$ cat config.mk
export PLATFORM = sky130hd
export DESIGN_NAME = gtimer_ctl
export DESIGN_NICKNAME = d
export VERILOG_FILES = /design/src/rtl/gtc_pkg.sv /design/src/rtl/gtc_lock.sv /design/src/rtl/gtc_regs.sv /design/src/rtl/gtc_seq.sv /design/src/rtl/gtimer_ctl.sv
export SDC_FILE = /design/constraint.sdc
export NUM_CORES = 1
export LEC_CHECK = 0
export BUFFER_PORTS_ARGS = -buffer_cell sky130_fd_sc_hd__buf_2
export CORE_MARGIN = 3
export CORE_UTILIZATION = 53
export CTS_CLUSTER_SIZE = 30
export DETAILED_ROUTE_END_ITERATION = 12
export PLACE_DENSITY = 0.87
export SETUP_SLACK_MARGIN = 0.05
export SYNTH_ARGS = -nofsm -noshare
export SYNTH_HDL_FRONTEND = slang
export SYNTH_SLANG_ARGS = --single-unit
$ cat constraint.sdc
create_clock -name clk -period 3.7 [get_ports clk]
set_clock_uncertainty 0.05 [all_clocks]
set_input_delay 0.37 -clock clk [delete_from_list [all_inputs] [get_ports clk]]
set_output_delay 0.37 -clock clk [all_outputs]
set_load 0.01 [all_outputs]
$ cat src/rtl/gtc_pkg.sv
package gtc_pkg;
  localparam int SLOT_W = 4;
  localparam int CFG_W  = 3;

  // field position inside one timer slot
  localparam int FLD_EN    = 0;
  localparam int FLD_EXT   = 1;
  localparam int FLD_OVF   = 2;
  localparam int FLD_PULSE = 3;

  // register offsets
  localparam int OFS_CTRL = 'h30;
  localparam int OFS_AUX  = 'h34;
  localparam int OFS_LOCK = 'h38;
  localparam int OFS_CLR  = 'h3C;

  typedef enum logic [7:0] {
    CMD_OPEN  = 8'hAE,
    CMD_CLOSE = 8'hEA
  } lock_cmd_e;

  typedef struct packed {
    logic pulse;
    logic ovf;
    logic ext;
  } tmr_cfg_t;
endpackage

$ cat src/rtl/gtc_lock.sv
module gtc_lock
  import gtc_pkg::*;
(
  input  logic       clk,
  input  logic       rst_n,
  input  logic       cmd_wr,
  input  logic [7:0] cmd,
  output logic       open_o
);
  logic open_q;
  logic open_d;
  logic open_ce;

  always_comb begin
    open_d = open_q;
    if (cmd_wr) begin
      if (cmd == CMD_OPEN)       open_d = 1'b1;
      else if (cmd == CMD_CLOSE) open_d = 1'b0;
    end
  end

  assign open_ce = cmd_wr;

  always_ff @(posedge clk or negedge rst_n) begin
    if (!rst_n)       open_q <= 1'b0;
    else if (open_ce) open_q <= open_d;
  end

  assign open_o = open_q;

  AST_LOCK_OTHER_CMD_HOLDS: assert property (@(posedge clk) disable iff (!rst_n)
    (cmd_wr && cmd != CMD_OPEN && cmd != CMD_CLOSE) |=> $stable(open_q));
  AST_LOCK_OPEN_CMD: assert property (@(posedge clk) disable iff (!rst_n)
    (cmd_wr && cmd == CMD_OPEN) |=> open_q);
endmodule

$ cat src/rtl/gtc_regs.sv
module gtc_regs
  import gtc_pkg::*;
#(
  parameter int NT = 8,
  parameter int AW = 8,
  parameter int DW = 32
) (
  input  logic                 clk,
  input  logic                 rst_n,
  input  logic                 map_sel,
  input  logic                 wr,
  input  logic                 rd,
  input  logic [AW-1:0]        addr,
  input  logic [DW-1:0]        wdata,
  input  logic [NT-1:0]        irq_evt,
  input  logic                 lock_open,
  output logic                 lock_cmd_wr,
  output logic [7:0]           lock_cmd,
  output logic [NT*SLOT_W-1:0] ctrl_o,
  output logic [DW-1:0]        rdata
);
  localparam int CW = NT * SLOT_W;

  logic hit_ctrl;
  logic hit_aux;
  logic hit_lock;
  logic hit_clr;

  logic wr_ctrl;
  logic wr_clr;
  logic wr_sts;

  logic [CW-1:0] ctrl_q;
  logic [CW-1:0] ctrl_d;
  logic          ctrl_ce;

  logic [NT-1:0] sts_q;
  logic [NT-1:0] sts_d;
  logic          sts_ce;

  logic [DW-1:0] rdata_q;
  logic [DW-1:0] rdata_d;

  assign hit_ctrl = (addr == AW'(OFS_CTRL));
  assign hit_aux  = (addr == AW'(OFS_AUX));
  assign hit_lock = (addr == AW'(OFS_LOCK));
  assign hit_clr  = (addr == AW'(OFS_CLR));

  assign wr_ctrl     = wr && hit_ctrl;
  assign wr_clr      = wr && hit_clr && (map_sel || lock_open);
  assign wr_sts      = wr && hit_aux && map_sel;
  assign lock_cmd_wr = wr && hit_lock && !map_sel;
  assign lock_cmd    = wdata[8:1];

  // control word next state
  always_comb begin
    ctrl_d = ctrl_q;
    if (wr_ctrl)     ctrl_d = wdata[CW-1:0];
    else if (wr_clr) ctrl_d = ctrl_q & ~wdata[CW-1:0];
  end

  assign ctrl_ce = wr_ctrl || wr_clr;

  always_ff @(posedge clk or negedge rst_n) begin
    if (!rst_n)       ctrl_q <= '0;
    else if (ctrl_ce) ctrl_q <= ctrl_d;
  end

  // interrupt status: events win over a same-cycle clear
  always_comb begin
    sts_d = sts_q;
    if (wr_sts) sts_d = sts_d & ~wdata[NT-1:0];
    sts_d = sts_d | irq_evt;
  end

  assign sts_ce = wr_sts || (|irq_evt);

  always_ff @(posedge clk or negedge rst_n) begin
    if (!rst_n)      sts_q <= '0;
    else if (sts_ce) sts_q <= sts_d;
  end

  // read path, registered
  always_comb begin
    rdata_d = '0;
    if (hit_ctrl)                 rdata_d[CW-1:0] = ctrl_q;
    else if (hit_aux && map_sel)  rdata_d[NT-1:0] = sts_q;
    else if (hit_lock && !map_sel) rdata_d[0]     = lock_open;
  end

  always_ff @(posedge clk or negedge rst_n) begin
    if (!rst_n)  rdata_q <= '0;
    else if (rd) rdata_q <= rdata_d;
  end

  assign rdata  = rdata_q;
  assign ctrl_o = ctrl_q;

  AST_CLOSED_CLEAR_NOOP: assert property (@(posedge clk) disable iff (!rst_n)
    (wr && hit_clr && !map_sel && !lock_open) |=> $stable(ctrl_q));
  AST_STS_CLEARED: assert property (@(posedge clk) disable iff (!rst_n)
    (wr && hit_aux && map_sel && wdata[0] && !irq_evt[0]) |=> !sts_q[0]);
  AST_MAP0_STS_HOLD: assert property (@(posedge clk) disable iff (!rst_n)
    (!map_sel && !(|irq_evt)) |=> $stable(sts_q));
endmodule

$ cat src/rtl/gtc_seq.sv
module gtc_seq
  import gtc_pkg::*;
#(
  parameter int IDX         = 0,
  parameter int FIRST_PULSE = 4
) (
  input  logic              clk,
  input  logic              rst_n,
  input  logic [SLOT_W-1:0] req,
  output logic              en_o,
  output logic              ext_o,
  output logic              ovf_o,
  output logic              pulse_o,
  output logic              unsup_o
);
  tmr_cfg_t req_cfg;
  tmr_cfg_t cfg_q;
  tmr_cfg_t cfg_d;
  logic     req_en;
  logic     en_q;
  logic     en_d;
  logic     step_ce;

  assign req_en        = req[FLD_EN];
  assign req_cfg.ext   = req[FLD_EXT];
  assign req_cfg.ovf   = req[FLD_OVF];
  assign req_cfg.pulse = req[FLD_PULSE];

  // one step per cycle: disable first, then configuration, then enable
  always_comb begin
    en_d  = en_q;
    cfg_d = cfg_q;
    if (en_q && !req_en)         en_d  = 1'b0;
    else if (cfg_q != req_cfg)   cfg_d = req_cfg;
    else if (!en_q && req_en)    en_d  = 1'b1;
  end

  assign step_ce = (en_d != en_q) || (cfg_d != cfg_q);

  always_ff @(posedge clk or negedge rst_n) begin
    if (!rst_n) begin
      en_q  <= 1'b0;
      cfg_q <= '0;
    end else if (step_ce) begin
      en_q  <= en_d;
      cfg_q <= cfg_d;
    end
  end

  assign en_o  = en_q;
  assign ext_o = cfg_q.ext;
  assign ovf_o = cfg_q.ovf;

  generate
    if (IDX >= FIRST_PULSE) begin : g_pulse
      assign pulse_o = cfg_q.pulse;
      assign unsup_o = 1'b0;
    end else begin : g_nopulse
      assign pulse_o = 1'b0;
      assign unsup_o = cfg_q.pulse;
    end
  endgenerate

  AST_EN_RISE_CFG_STABLE: assert property (@(posedge clk) disable iff (!rst_n)
    $rose(en_q) |-> $stable(cfg_q));
  AST_EN_FALL_CFG_STABLE: assert property (@(posedge clk) disable iff (!rst_n)
    $fell(en_q) |-> $stable(cfg_q));
  AST_CFG_MOVE_EN_STABLE: assert property (@(posedge clk) disable iff (!rst_n)
    !$stable(cfg_q) |-> $stable(en_q));
endmodule

$ cat src/rtl/gtimer_ctl.sv
module gtimer_ctl
  import gtc_pkg::*;
#(
  parameter int NT          = 8,
  parameter int AW          = 8,
  parameter int DW          = 32,
  parameter int FIRST_PULSE = 4
) (
  input  logic          clk,
  input  logic          rst_n,
  input  logic          map_sel,
  input  logic          bus_wr,
  input  logic          bus_rd,
  input  logic [AW-1:0] bus_addr,
  input  logic [DW-1:0] bus_wdata,
  output logic [DW-1:0] bus_rdata,
  input  logic [NT-1:0] irq_evt,
  output logic [NT-1:0] tmr_en,
  output logic [NT-1:0] tmr_extclk,
  output logic [NT-1:0] tmr_ovf_ie,
  output logic [NT-1:0] tmr_pulse,
  output logic [NT-1:0] pulse_unsup
);
  localparam int CW = NT * SLOT_W;

  logic [1:0]    rst_sync_q;
  logic          rst_core_n;
  logic          lock_open;
  logic          lock_cmd_wr;
  logic [7:0]    lock_cmd;
  logic [CW-1:0] ctrl;

  always_ff @(posedge clk or negedge rst_n) begin
    if (!rst_n) rst_sync_q <= 2'b00;
    else        rst_sync_q <= {rst_sync_q[0], 1'b1};
  end

  assign rst_core_n = rst_sync_q[1];

  gtc_regs #(.NT(NT), .AW(AW), .DW(DW)) u_regs (
    .clk         (clk),
    .rst_n       (rst_core_n),
    .map_sel     (map_sel),
    .wr          (bus_wr),
    .rd          (bus_rd),
    .addr        (bus_addr),
    .wdata       (bus_wdata),
    .irq_evt     (irq_evt),
    .lock_open   (lock_open),
    .lock_cmd_wr (lock_cmd_wr),
    .lock_cmd    (lock_cmd),
    .ctrl_o      (ctrl),
    .rdata       (bus_rdata)
  );

  gtc_lock u_lock (
    .clk    (clk),
    .rst_n  (rst_core_n),
    .cmd_wr (lock_cmd_wr),
    .cmd    (lock_cmd),
    .open_o (lock_open)
  );

  generate
    for (genvar i = 0; i < NT; i++) begin : g_tmr
      gtc_seq #(.IDX(i), .FIRST_PULSE(FIRST_PULSE)) u_seq (
        .clk     (clk),
        .rst_n   (rst_core_n),
        .req     (ctrl[i*SLOT_W +: SLOT_W]),
        .en_o    (tmr_en[i]),
        .ext_o   (tmr_extclk[i]),
        .ovf_o   (tmr_ovf_ie[i]),
        .pulse_o (tmr_pulse[i]),
        .unsup_o (pulse_unsup[i])
      );
    end
  endgenerate

  AST_RESET_OUTPUTS_LOW: assert property (@(posedge clk)
    (!rst_core_n) |-> (tmr_en == '0 && lock_open == 1'b0));
endmodule

[After elaboration in Yosys (flattened, before gate mapping)]
Index checks and enable logic that the tools add are counted.
Storage, ports and cells
  output and inout bits: 72
  register bits after elaboration: 107
Operators by class
  eq/ne operators: 30
  muxes and demuxes: 50
  bitwise operators: 5
  reductions and logical operators: 58
Operator list (count)
  two-way mux 32 bit: 2
  two-way mux 3 bit: 16
  != test 3 bit: 16
  bitwise AND 32 bit: 1
  == test 8 x 6 -> 1 bit, second input constant: 4
  inverter 32 bit: 1
  two-way mux 1 bit: 28
  logical AND 1 bit: 25
  two-way mux 24 bit: 1
  zero test 1 bit: 17
  == test 8 bit, second input constant: 2
  two-way mux 8 bit: 2
  logical OR 1 bit: 11
  bitwise AND 8 bit: 1
  != test 1 bit: 8
  inverter 8 bit: 1
  bitwise OR 8 bit: 1
  OR reduction 8 bit: 1
  two-way mux 7 bit: 1
  AND reduction 2 bit: 2
  nonzero test 2 bit: 2

[Depth between registers and ports, before layout]
  word-level depth: 7
  depth in mapped cells: 6
  gate-level depth less buffers: 4

[Cells and area by module]
A second synthesis with hierarchy kept.
Second synthesis, totals
  cell total of the unflattened synthesis: 456
  area total of the unflattened synthesis: 5173.7 um2
Modules (own cells, without submodules)
  gtc_regs: cells an instance 316, times used 1, area an instance 3413.3 um2
  gtc_seq: cells an instance 16, times used 8, area an instance 203.9 um2
  gtc_lock: cells an instance 9, times used 1, area an instance 75.1 um2
  gtimer_ctl: cells an instance 3, times used 1, area an instance 53.8 um2

[Worst setup path after synthesis]
Ideal clock, no wire load.
  path kind: input to register
  from: input bus_addr[7]
  to: register u_regs.ctrl_q[6], in the netlist u_regs.ctrl_o[6]
  required time: 3.532 ns
  library setup time: 0.118 ns
  arrival time: 1.524 ns
  cell stages on the path: 5
  setup slack: 2.008 ns
  buffers on the path: 1
  path through: or3b_4 -> nor4_4 -> buf_4 -> a211oi_1 -> a21o_1
Between the ends
  longest elaborated chain between the ends: 5
  elaborated cells on any way between the ends: 9
  classes of those cells: eq/ne (2); mux (1); reduce/logical (6)
RTL lines
  start: declaration: line gtimer_ctl.sv:14  | input logic [AW-1:0] bus_addr,
  == test 8 x 6 -> 1 bit: line gtc_regs.sv:47  | assign hit_clr = (addr == AW'(OFS_CLR));
  logical AND 1 bit (2 in a row): line gtc_regs.sv:50  | assign wr_clr = wr && hit_clr && (map_sel || lock_open);
  nonzero test 2 bit (no source line) / logical OR 1 bit (equally long branches)
  AND reduction 2 bit (no source line)
  end signal: assignment: line gtc_regs.sv:66  | else if (ctrl_ce) ctrl_q <= ctrl_d;
  end: declaration: line gtc_regs.sv:33  | logic [CW-1:0] ctrl_q;
Several ways; a longest one is shown, not always the timed one.
A chain may end at the register's enable or synchronous reset.

[Worst setup path after layout]
  from: input bus_addr[7]
  to: register u_regs.ctrl_q[5], in the netlist u_regs.ctrl_o[5]
The elaborated chain is that of the path after synthesis.

==> results.py <==
metrics = {
    "outcome": {
        "status": "completed",
    },
    "global_routing": {
        "grt_max_degree": 83,
        "grtUsageTotal_pct": 20.0,
        "overflow": 0,
        "grt_pass1_wl_um": 16700,
        "antenna_found_initial": 0,
        "grt_pass1_vias": 3413,
    },
    "timing": {
        "finalSetupViolations": 0,
        "post-route-period-util_pct": 45.5,
        "hold_violations": 0,
        "worst_slew_pin_slew_ps": 1040,
        "slew_headroom_pct": 30.4,
        "fin_setup_tns_ps": 0,
        "timing.fmax_mhz": 594,
        "rsz0062_at_grt": "no",
        "final-max-slew-violation-count": 0,
        "finalCriticalPeriod_ps": 1680,
    },
    "worst_setup_path": {
        "ff2ff_setup_slack_ps": 2120,
        "critPathBufInv": 2,
        "cp-end-kind": "register",
        "r2r-start": "u_lock.open_o",
        "critical-path-slowest-cell": "buf_4",
        "max_stage_delay_ps": 500,
        "r2r_end": "u_regs.ctrl_o[22]",
        "crit_required_ps": 3890,
        "path_max_fanout": 64,
        "worstSetupPathType": "in -> reg",
        "crit_arrival_ps": 1880,
        "crit_family": "buffers and inverters",
        "startpoint_type": "input port",
        "reg2reg_depth": 5,
        "path_cells": "buf_2 > or3b_4 > nor4_4 > buf_4 > a211oi_1 > a21o_1",
    },
    "floorplanning": {
        "pin_count": 125,
        "start_util_pct": 55.7,
        "die_w_um": 103,
        "chipHeight_um": 103,
        "coreArea_um2": 8930,
        "rows": 34,
        "die_area_um2": 10600,
    },
    "yosys": {
        "yosys_warnings": 0,
        "async_reset_ff_share_pct": 100,
        "syn_area_um2": 4980,
        "yosys.area.top_type": "dfrtp_1",
        "synth.top_cell.area_share_pct": 53.8,
        "seq_area_frac_synth_pct": 53.8,
        "yosys-top-cells-area": "dfrtp_1 (54%), buf_4 (6.6%), a21bo_2 (5.4%), mux2_2 (5.4%), a22o_1 (4.2%)",
        "syn_inst": 414,
        "synth_common_cells": "dfrtp_1 (107), buf_4 (44), nand2_1 (36)",
        "synth_seq_cells": 107,
        "synth-edff-count": 0,
        "synth_flop_cell": "dfrtp_1",
        "ys_types": 39,
        "yosysMostFrequentCell": "dfrtp_1",
        "syn_avg_cell_area_um2": 12.0,
    },
    "power_and_ir_drop": {
        "p_leak_uw": 0.00286,
        "fin_total_pwr_uw": 2150,
        "swShare_pct": 26.0,
        "power.density_nw_per_um2": 386,
        "intPower_uw": 1590,
        "peakVddDrop_mv": 0.237,
        "seqPwrFrac_pct": 59.3,
        "clockPowerShare_pct": 30.5,
        "comb_power_share_pct": 10.2,
        "p_switching_uw": 558,
    },
    "min_path": {
        "hold_depth": 2,
        "min_to": "u_regs.sts_q[3]",
        "worstHoldPathType": "in -> reg",
        "hold_path.startpoint": "irq_evt[3]",
    },
    "clock_network": {
        "cts_setup_buffers": 0,
        "cts_root_buf": "clkbuf_8",
        "clkTransAtPathRegs_ps": 100,
        "insertion_delay_ps": 350,
        "cts_buffer_depth": 2,
        "cts_tree": "built",
        "h-tree-depth": 3,
        "cts_buffers": 9,
        "cts.sink_count": 107,
    },
    "finish": {
        "drive_gt1_share_pct": 39.0,
        "area_growth_pct": 11.8,
        "fillers": 705,
        "final_net_count": 550,
        "diodes": 0,
    },
    "route": {
        "vias": 3373,
        "first_pass_iters": 4,
        "wirelength_um": 10200,
        "drt_iter0_markers": 172,
        "route.detailed.drc": 0,
        "routedWlPerCell_um": 16.8,
        "antenna_left": 0,
        "routed_via_density": 5.53,
    },
    "placement": {
        "gp_congestion": 0.815,
        "port_buffers": 116,
        "dpl.hpwl_um": 7320,
    },
    "job": {
        "cap_violations": 0,
    },
}
-- cell usage in the layout, fill, tap and decap left out, types with 2 or more instances in the layout --
cell        count
clkbuf_8       10
nand3b_1        2
nand2_1        36
nor4_4          3
buf_4           5
a22oi_1         7
nor3_1          8
clkinvlp_4      4
a21o_1         13
a22o_1         24
xor2_1         24
conb_1          9
inv_1           5
o21ai_0        29
a211oi_1        5
mux2_2         24
o2bb2ai_1       8
o21a_1          8
buf_2         116
nor2b_1         8
dfrtp_1       106
a21bo_2        27
-- cell type report --
class                           count  area, um2  share of cell area [%]
Clock buffer                       11        141                    2.54
Clock inverter                      5       38.8                   0.697
Inverter                            7       26.3                   0.472
Timing Repair Buffer              122        628                    11.3
Sequential cell                   107       2680                    48.2
Tap cell                          108        135                    2.43
Multi-Input combinational cell    250       1910                    34.4
-- kinds of logic (layout without fill, tap and decap cells) --
group,Yosys count,count (layout),synth area share [%]
AOI/OAI and AO/OA,126,126,19.7
xor gates and xnor gates,24,24,4.22
buffers and inverters,64,145,8.32
DFF,107,107,53.8
muxes,24,24,5.43
other,2,9,0.151
and+or+nand+nor,67,67,8.35
-- state kept, by name, indices dropped and copies added (netlist names) --
| name | count |
|---|---|
| u_regs.rdata | 32 |
| g_tmr.u_seq.pulse_o | 4 |
| g_tmr.u_seq.unsup_o | 4 |
| u_regs.ctrl_o | 32 |
| u_regs.sts_q | 8 |
| g_tmr.u_seq.en_o | 8 |
| g_tmr.u_seq.ovf_o | 8 |
| u_lock.open_o | 1 |
| g_tmr.u_seq.ext_o | 8 |
| rst_sync_q | 2 |
-- per-layer routing --
layer | up-vias | share of wire [%] | track usage (%)
li1 | 1580 | - | -
met1 | 1681 | 44 | 27.3
met2 | 102 | 49 | 31.8
met3 | 10 | 5.3 | 4.74
met4 | 0 | 1.4 | 6.37
met5 | - | 0 | 0
-- through the flow --
stage / util [%] / setup WS [ps] / hold slack (ps) / cells / area, um2
after global routing: 62.3 / 1910 / 117 / 610 / 5560
after CTS: 62.3 / 2020 / 126 / 610 / 5560
after floorplan: - / 449 / 24.4 / 421 / 5000
final: 62.3 / 2020 / 138 / 610 / 5560
after global placement: 60.1 / 1730 / 106 / 593 / 5370
after detailed placement: 60.1 / 1650 / 108 / 593 / 5370
-- worst max-delay path by stage --
stage	slack [ps]	start	end	cells past startpoint
2_1_floorplan	450	rst_sync_q[1]	g_tmr[0].u_seq.en_o	0
3_3_place_gp	1730	bus_addr[7]	u_regs.ctrl_o[6]	6
3_5_place_dp	1650	bus_addr[7]	u_regs.ctrl_o[6]	6
4_1_cts	2020	bus_addr[7]	u_regs.ctrl_o[5]	6
5_1_grt	1910	bus_addr[7]	u_regs.ctrl_o[5]	6
6_report	2020	bus_addr[7]	u_regs.ctrl_o[5]	6
-- repair_timing --
action | 4_1_cts | 5_1_grt
resized for setup | 0 | 0
hold buffers | 1 | 0
endpoints found under the setup margin | 0 | 0
hold endpoints to repair | 2 | 0
-- power by group through the flow --
stage	Sequential, uW	Clock, uW	Combinational [uW]
global placement	1290	0	210
floorplan	1280	0	170
CTS	1270	674	221
global route	1280	717	243
detailed placement	1300	0	219
finish	1270	655	219
No activity file was read; power rests on OpenSTA's default activity.
